## config.mk

```make
export PLATFORM = sky130hd
export DESIGN_NAME = seclock_seq
export DESIGN_NICKNAME = d
export VERILOG_FILES = /design/src/rtl/seclock_pkg.sv /design/src/rtl/seclock_decode.sv /design/src/rtl/seclock_settle.sv /design/src/rtl/seclock_fsm.sv /design/src/rtl/seclock_seq.sv
export SDC_FILE = /design/constraint.sdc
export NUM_CORES = 1
export LEC_CHECK = 0
export ABC_AREA = 1
export CORE_MARGIN = 4
export CORE_UTILIZATION = 35
export CTS_CLUSTER_DIAMETER = 30
export CTS_CLUSTER_SIZE = 25
export DETAILED_ROUTE_END_ITERATION = 16
export PLACE_DENSITY = 0.7
export SLEW_MARGIN = 20
export SYNTH_ARGS = -nofsm -noshare
export SYNTH_HDL_FRONTEND = slang
export SYNTH_HIERARCHICAL = 1
export SYNTH_SLANG_ARGS = --single-unit
```

## constraint.sdc

```tcl
create_clock -name clk_i -period 2.35 [get_ports clk_i]
set_clock_uncertainty 0.2 [all_clocks]
set_input_delay 0.47 -clock clk_i [delete_from_list [all_inputs] [get_ports clk_i]]
set_output_delay 0.47 -clock clk_i [all_outputs]
set_load 0.02 [all_outputs]
```

## src/rtl/seclock_pkg.sv

```systemverilog
package seclock_pkg;
  typedef enum logic [2:0] {
    ST_READ,
    ST_SETTLE,
    ST_WAIT_SETUP,
    ST_WAIT_LOCK,
    ST_VERIFY,
    ST_EXIT_ARM
  } sq_state_e;

  localparam logic [7:0] CMD_SETUP  = 8'h60;
  localparam logic [7:0] CMD_LOCK   = 8'h40;
  localparam logic [7:0] CMD_RESET  = 8'hF0;
  localparam logic [7:0] CMD_EXIT_A = 8'h90;
  localparam logic [7:0] CMD_EXIT_B = 8'h00;
endpackage

```

## src/rtl/seclock_decode.sv

```systemverilog
module seclock_decode #(
  parameter int          AW       = 21,
  parameter int          SEC_LG   = 8,
  parameter logic [AW-1:0] SEC_BASE = '0
) (
  input  logic [AW-1:0] addr_i,
  output logic          in_region_o,
  output logic          is_status_o
);
  localparam int HI_W = AW - SEC_LG;
  localparam logic [HI_W-1:0] BASE_HI = SEC_BASE[AW-1:SEC_LG];

  always_comb begin
    in_region_o = (addr_i[AW-1:SEC_LG] == BASE_HI);
    // status pattern: a6=0, a1=1, a0=0
    is_status_o = in_region_o && !addr_i[6] && addr_i[1] && !addr_i[0];
  end
endmodule

```

## src/rtl/seclock_settle.sv

```systemverilog
module seclock_settle #(
  parameter int SETTLE_CYC = 250
) (
  input  logic clk_i,
  input  logic rst_ni,
  input  logic run_i,
  output logic done_o
);
  localparam int CW = $clog2(SETTLE_CYC + 1);
  localparam logic [CW-1:0] LAST = CW'(SETTLE_CYC - 1);

  logic [CW-1:0] cnt_q;

  always_ff @(posedge clk_i or negedge rst_ni) begin
    if (!rst_ni)          cnt_q <= '0;
    else if (!run_i)      cnt_q <= '0;
    else if (cnt_q != LAST) cnt_q <= cnt_q + 1'b1;
  end

  assign done_o = run_i && (cnt_q == LAST);
endmodule

```

## src/rtl/seclock_fsm.sv

```systemverilog
module seclock_fsm
  import seclock_pkg::*;
(
  input  logic       clk_i,
  input  logic       rst_ni,
  input  logic       elevated_i,
  input  logic       wr_valid_i,
  input  logic [7:0] wdata_i,
  input  logic       is_status_i,
  input  logic       settle_done_i,
  output sq_state_e  state_o,
  output logic       lock_o
);
  sq_state_e state_q, state_d;
  logic      lock_q, lock_set;

  always_comb begin
    state_d  = state_q;
    lock_set = 1'b0;
    unique case (state_q)
      ST_READ:   if (elevated_i) state_d = ST_SETTLE;
      ST_SETTLE: begin
        if (!elevated_i)        state_d = ST_READ;
        else if (settle_done_i) state_d = ST_WAIT_SETUP;
      end
      ST_WAIT_SETUP: begin
        if (!elevated_i) state_d = ST_READ;
        else if (wr_valid_i)
          state_d = (wdata_i == CMD_SETUP) ? ST_WAIT_LOCK : ST_READ;
      end
      ST_WAIT_LOCK: begin
        if (!elevated_i) state_d = ST_READ;
        else if (wr_valid_i) begin
          if (wdata_i == CMD_LOCK && is_status_i) begin
            state_d  = ST_VERIFY;
            lock_set = 1'b1;
          end else begin
            state_d = ST_READ;
          end
        end
      end
      ST_VERIFY: begin
        if (wr_valid_i) begin
          if (wdata_i == CMD_RESET)       state_d = ST_READ;
          else if (wdata_i == CMD_EXIT_A) state_d = ST_EXIT_ARM;
        end
      end
      ST_EXIT_ARM: begin
        if (wr_valid_i)
          state_d = (wdata_i == CMD_EXIT_B || wdata_i == CMD_RESET) ? ST_READ : ST_VERIFY;
      end
      default: state_d = ST_READ;
    endcase
  end

  always_ff @(posedge clk_i or negedge rst_ni) begin
    if (!rst_ni) begin
      state_q <= ST_READ;
      lock_q  <= 1'b0;
    end else begin
      state_q <= state_d;
      if (lock_set) lock_q <= 1'b1;
    end
  end

  assign state_o = state_q;
  assign lock_o  = lock_q;
endmodule

```

## src/rtl/seclock_seq.sv

```systemverilog
module seclock_seq
  import seclock_pkg::*;
#(
  parameter int            AW         = 21,
  parameter int            SEC_LG     = 8,
  parameter logic [AW-1:0] SEC_BASE   = '0,
  parameter int            SETTLE_CYC = 250
) (
  input  logic          clk_i,
  input  logic          rst_ni,
  input  logic          elevated_i,
  input  logic          wr_valid_i,
  input  logic          rd_valid_i,
  input  logic [AW-1:0] addr_i,
  input  logic [7:0]    wdata_i,
  output logic [7:0]    rdata_o,
  output logic          rdata_valid_o,
  output logic          locked_o,
  output logic          prot_mode_o,
  output logic          sec_we_o
);
  logic      in_region, is_status, settle_done, lock;
  sq_state_e state;
  logic      stat_window;
  logic [7:0] rdata_q;
  logic       rvalid_q;

  seclock_decode #(.AW(AW), .SEC_LG(SEC_LG), .SEC_BASE(SEC_BASE)) u_dec (
    .addr_i      (addr_i),
    .in_region_o (in_region),
    .is_status_o (is_status)
  );

  seclock_settle #(.SETTLE_CYC(SETTLE_CYC)) u_settle (
    .clk_i  (clk_i),
    .rst_ni (rst_ni),
    .run_i  (state == ST_SETTLE && elevated_i),
    .done_o (settle_done)
  );

  seclock_fsm u_fsm (
    .clk_i         (clk_i),
    .rst_ni        (rst_ni),
    .elevated_i    (elevated_i),
    .wr_valid_i    (wr_valid_i),
    .wdata_i       (wdata_i),
    .is_status_i   (is_status),
    .settle_done_i (settle_done),
    .state_o       (state),
    .lock_o        (lock)
  );

  assign stat_window = (state == ST_WAIT_LOCK) || (state == ST_VERIFY) || (state == ST_EXIT_ARM);

  always_ff @(posedge clk_i or negedge rst_ni) begin
    if (!rst_ni) begin
      rdata_q  <= '0;
      rvalid_q <= 1'b0;
    end else begin
      rvalid_q <= rd_valid_i;
      rdata_q  <= (rd_valid_i && stat_window && is_status) ? {7'b0, lock} : 8'h00;
    end
  end

  assign rdata_o       = rdata_q;
  assign rdata_valid_o = rvalid_q;
  assign locked_o      = lock;
  assign prot_mode_o   = (state != ST_READ);
  assign sec_we_o      = wr_valid_i && in_region && !lock && (state == ST_READ);
endmodule

```

After elaboration in Yosys (flattened, before gate mapping)
Cells that the tools add are included.

Div/mod/pow operators: 0. Multiplexer cells: 22. Bitwise operators: 0. $mul: 0. Reduce and logical (&&, ||, !) cells: 22. Shifts and indexed selects: 0. Add/subtract/negate cells: 1. Magnitude comparators: 0. Equality and inequality tests: 19.

Operators by type and width (count): 2-to-1 mux 3 bit (13); == test 8 bit (second input constant) (3); one-hot mux 3 bit (6 select lines) (1); == test 8 x 7 -> 1 bit (second input constant) (2); 2-to-1 mux 8 bit (2); logical NOT 13 bit (1); logical AND 1 bit (11); != test 3 bit (second input constant) (3); adder 8 x 1 -> 8 bit (second input constant) (1); logical NOT 8 bit (1); != test 2 bit (second input constant) (4); != test 8 bit (second input constant) (1); AND reduction 7 bit (1); == test 3 x 2 -> 1 bit (second input constant) (2); == test 3 bit (second input constant) (2); 2-to-1 mux 1 bit (5); == test 3 x 1 -> 1 bit (second input constant) (1); logical NOT 1 bit (3); logical NOT 3 bit (1); logical OR 1 bit (3); != test 3 x 1 -> 1 bit (second input constant) (1); nonzero test 3 bit (1); 2-to-1 mux 2 bit (1).

Logic and storage cells: 69. Latch bits: 0. Register bits: 14. Memory bits (writable): 0. Output and inout port bits: 12. Memory bits (read-only): 0. Memories: 0. Bits of input ports: 34.

Longest topological paths before layout
Depth in word-level cells: 9. Depth in mapped cells: 13.

Modules after synthesis
The synthesis kept the hierarchy.

Modules (own cells, without submodules): seclock_fsm (times used 1, cells an instance 84, area an instance 450.4 µm²); seclock_settle (times used 1, cells an instance 57, area an instance 440.4 µm²); seclock_seq (times used 1, cells an instance 25, area an instance 170.2 µm²); seclock_decode (times used 1, cells an instance 17, area an instance 68.8 µm²).

Least setup slack after synthesis
Ideal clock, no wire load.

Kind: input -> output. Start point: input addr_i[9]. End point: output sec_we_o. Slack: 486 ps. Data required time: 1680 ps. Path buffers: 0. Stages: 6. Arrival: 1194 ps. Cell sequence: or2_1 nor2_1 nand2_1 inv_1 nand3_1 nor2_2.

Word-level cells in the longest chain between the ends: 4.

RTL lines: from (decl) (line seclock_seq.sv:14) `input logic [AW-1:0] addr_i,`; logical NOT 13 bit (line seclock_decode.sv:14) `in_region_o = (addr_i[AW-1:SEC_LG] == BASE_HI);`; via in_region (line seclock_seq.sv:22) `logic in_region, is_status, settle_done, lock;`; logical AND 1 bit (3 in a row) (line seclock_seq.sv:69) `assign sec_we_o = wr_valid_i && in_region && !lock && (state == ST_READ);`; to (decl) (line seclock_seq.sv:20) `output logic sec_we_o`.

The timed path passes the listed nets, and every way through them passes these cells.

Worst setup path after layout
Start point: input addr_i[8]. End point: output sec_we_o.

The elaborated chain is that of the path after synthesis.

==> results.yml <==
route:
  via_per_inst: 4.330
  via_count: 1156
  detail_route.wl_per_cell_um: 9.345
  detail-route-antenna-nets: 0
  wl_um: 2495
  route.detailed.drc: 0
  dr.pass1.iters: 4
  drtIter0Drc: 55
floorplan:
  dieArea_um2: 4201
  io_pins: 46
  start_util: 0.3671
  row_count: 20
  die_y_um: 64.82
  core_um2: 3078
  die_w_um: 64.82
placed_design:
  place_hpwl_um: 2083
  io_buffers: 33
  dp.cells: 264
  place_congestion: 0.7887
  dpl-instance-area_um2: 1525
clocking:
  clk_pin_slew_ns: 0.08
  post_cts_buffers: 0
  cts_buffers: 3
  postCtsHoldBufs: 0
  numClockSinks: 14
  htree_levels: 1
  clockBufferDepth: 2
  root_buffer: "clkbuf_4"
  clk_latency_ns: 0.27
  cts_tree: "yes"
synthesis:
  synth.largest_area_cell: "dfrtp_1"
  synthMuxAreaShare: 0
  synthSimpleGateAreaFrac: 0.4718
  synth_top_family_by_area: "simple AND/OR/NAND/NOR gates"
  synth-adder-area-share: 0.02215
  ys_types: 23
  synth-seq-area-share: 0.3101
  syn_area_per_cell_um2: 6.174
  synth.ff_latch_count: 14
  synth-compound-area-share: 0.04097
  syn_area_um2: 1130
  synthFlopType: "dfrtp_1"
  async_flop_share: 1.000
  netlist.area_leader.share: 0.3101
  synth_xor_area_frac: 0.007752
  ys_warn_count: 6
  synth_area_leaders: "dfrtp_1, nand2_1, nor2_1"
  synthCells: 183
  synth_edf_count: 0
final_layout:
  drive_gt1_frac: 0.1345
  final_cells: 267
  n_antenna_cell: 0
  nFillCells: 317
  area_delta_synth_final_pct: 37.87
  fin_nets: 261
  final_area_um2: 1558
sta:
  finalHoldViolCount: 0
  setup_tns_ns: 0
  tightest_slew_ns: 0.6390
  rsz0062_at_grt: "yes"
  finalCriticalPeriod_ns: 2.274
  timing.slew.headroom: 0.5727
  setup_violations: 0
  drv_slew: 0
  fin_crit_sh: 0.9675
  fmax_mhz: 439.8
global_route:
  grt_overflow: 0
  grt_pass1_wl_um: 4271
  antenna_found_initial: 0
  track_usage: 0.1257
  grt_pass1_vias: 1046
  grt_max_degree: 15
min_path:
  hp-class: "reg2reg"
  hp-start: "u_fsm/lock_o$_DFFE_PN0P_"
  whs_path_depth: 1
  hold_path_end: "u_fsm/lock_o$_DFFE_PN0P_"
setup_path:
  cp_slowest_cell: "clkdlybuf4s50_1"
  worstPathMaxFanout: 2
  timing.rr.start: "u_settle/cnt_q[1]$_DFFE_PN0P_"
  critPathCaptureType: "output pin"
  reg2regPathDepth: 13
  start_kind: "primary input"
  r2r_setup_slack_ns: 0.50
  critPathMaxStageDelay_ns: 0.39
  r2r-end: "u_fsm/state_o[2]$_DFFE_PN0P_"
  criticalPathCategory: "in2out"
  cp.required_ns: 1.68
  path_cells: "clkdlybuf4s50_1 > or2_1 > nor2_1 > nand2_1 > inv_1 > nand3_2 > nor2_2 > buf_6"
  crit_arrival_ns: 1.60
power_and_ir_drop:
  total_power_uw: 821.4
  vdd_drop_max_v: 0.0002689
  p_per_area_nw_per_um2: 527.3
  p_leak_nw: 0.7331
run_status:
  status: "finished clean"
job:
  drv_cap: 0
==> how the worst max path moves through the flow <==
stage          slack (ns)  cells after the start       end  startpoint
2_1_floorplan        0.49                      6  sec_we_o   addr_i[9]
3_5_place_dp        -0.44                      8  sec_we_o   addr_i[9]
6_report             0.08                      8  sec_we_o   addr_i[8]
4_1_cts             0.009                      8  sec_we_o   addr_i[9]
3_3_place_gp        -0.41                      8  sec_we_o   addr_i[9]
5_1_grt            -0.004                      9  sec_we_o  addr_i[11]
==> registers in the layout, summed over array words and instances, names as in the netlist <==
register and count:
rdata_o 1, rdata_valid_o 1, u_fsm/lock_o 1, u_fsm/state_o 3
u_settle/cnt_q 8
==> power by group <==
part | total, mW | switching [mW] | internal, mW
logic | 0.391 | 0.220 | 0.171
clock network | 0.131 | 0.0715 | 0.0593
registers | 0.300 | 0.0329 | 0.267
==> cell usage after synthesis, types with 2 or more instances <==
master,number
nand2_1,50
nor2_1,35
inv_1,26
nand3_1,16
dfrtp_1,14
nor2_2,9
buf_4,7
a21oi_1,4
nand2_2,4
ha_1,2
inv_2,2
nand4_1,2
o21ai_0,2
==> critical path: cells and delay by family <==
family	cells	cell delay, ns
buffers and inverters	3	0.58
and+or+nand+nor	5	0.55
==> cell families after synthesis <==
logic type / Yosys count
DFF: 14
AOI/OAI and AO/OA: 8
and+or+nand+nor: 121
xor gates and xnor gates: 1
other: 1
adders and majority gates: 2
buffers and inverters: 36
==> through the flow <==
| stage | hold slack [ns] | setup WS (ns) | util |
|---|---|---|---|
| after detailed placement | 0.3129 | -0.4353 | 0.4955 |
| after floorplan | -0.02559 | 0.4865 | - |
| after CTS | 0.3336 | 0.009496 | 0.5012 |
| final | 0.3329 | 0.07648 | 0.5061 |
| after global routing | 0.3624 | -0.004105 | 0.5061 |
| after global placement | 0.3018 | -0.4080 | 0.4955 |
==> area by class of cell <==
class / instances / area (µm²) / area share
inverter: 28 / 105.1 / 0.06747
clock buffer: 3 / 22.52 / 0.01446
timing repair buffer: 39 / 376.6 / 0.2418
tap: 44 / 55.05 / 0.03534
sequential: 14 / 351.6 / 0.2257
multi-input combinational: 139 / 646.9 / 0.4153
==> cells in the final DEF, fill, tap and decap left out <==
cell,count
conb_1,7
nand3_2,2
clkbuf_4,3
xnor2_1,1
buf_6,1
nand3b_1,1
dfrtp_2,1
inv_1,26
dfrtp_1,13
o21ai_0,2
nand2_2,4
nand4_1,2
o21bai_1,1
ha_1,2
buf_4,6
nand2_1,50
inv_2,2
nor2_2,10
a21oi_1,4
or2_1,1
nand3_1,15
clkdlybuf4s50_1,32
nor2_1,34
nor3_1,1
a211o_1,1
nor2_4,1
==> repair_timing <==
item                                    in CTS  in global routing
endpoints found under the setup margin       1                  2
gates resized for setup                      4                  5
pin swaps                                    0                  6
==> metal layers <==
metal	part of all wire	global-route usage
met5	0	0
met1	0.44	0.1476
met2	0.51	0.2337
met4	0.0052	0.03958
met3	0.046	0.01560
(Power assumes the default switching activity.)
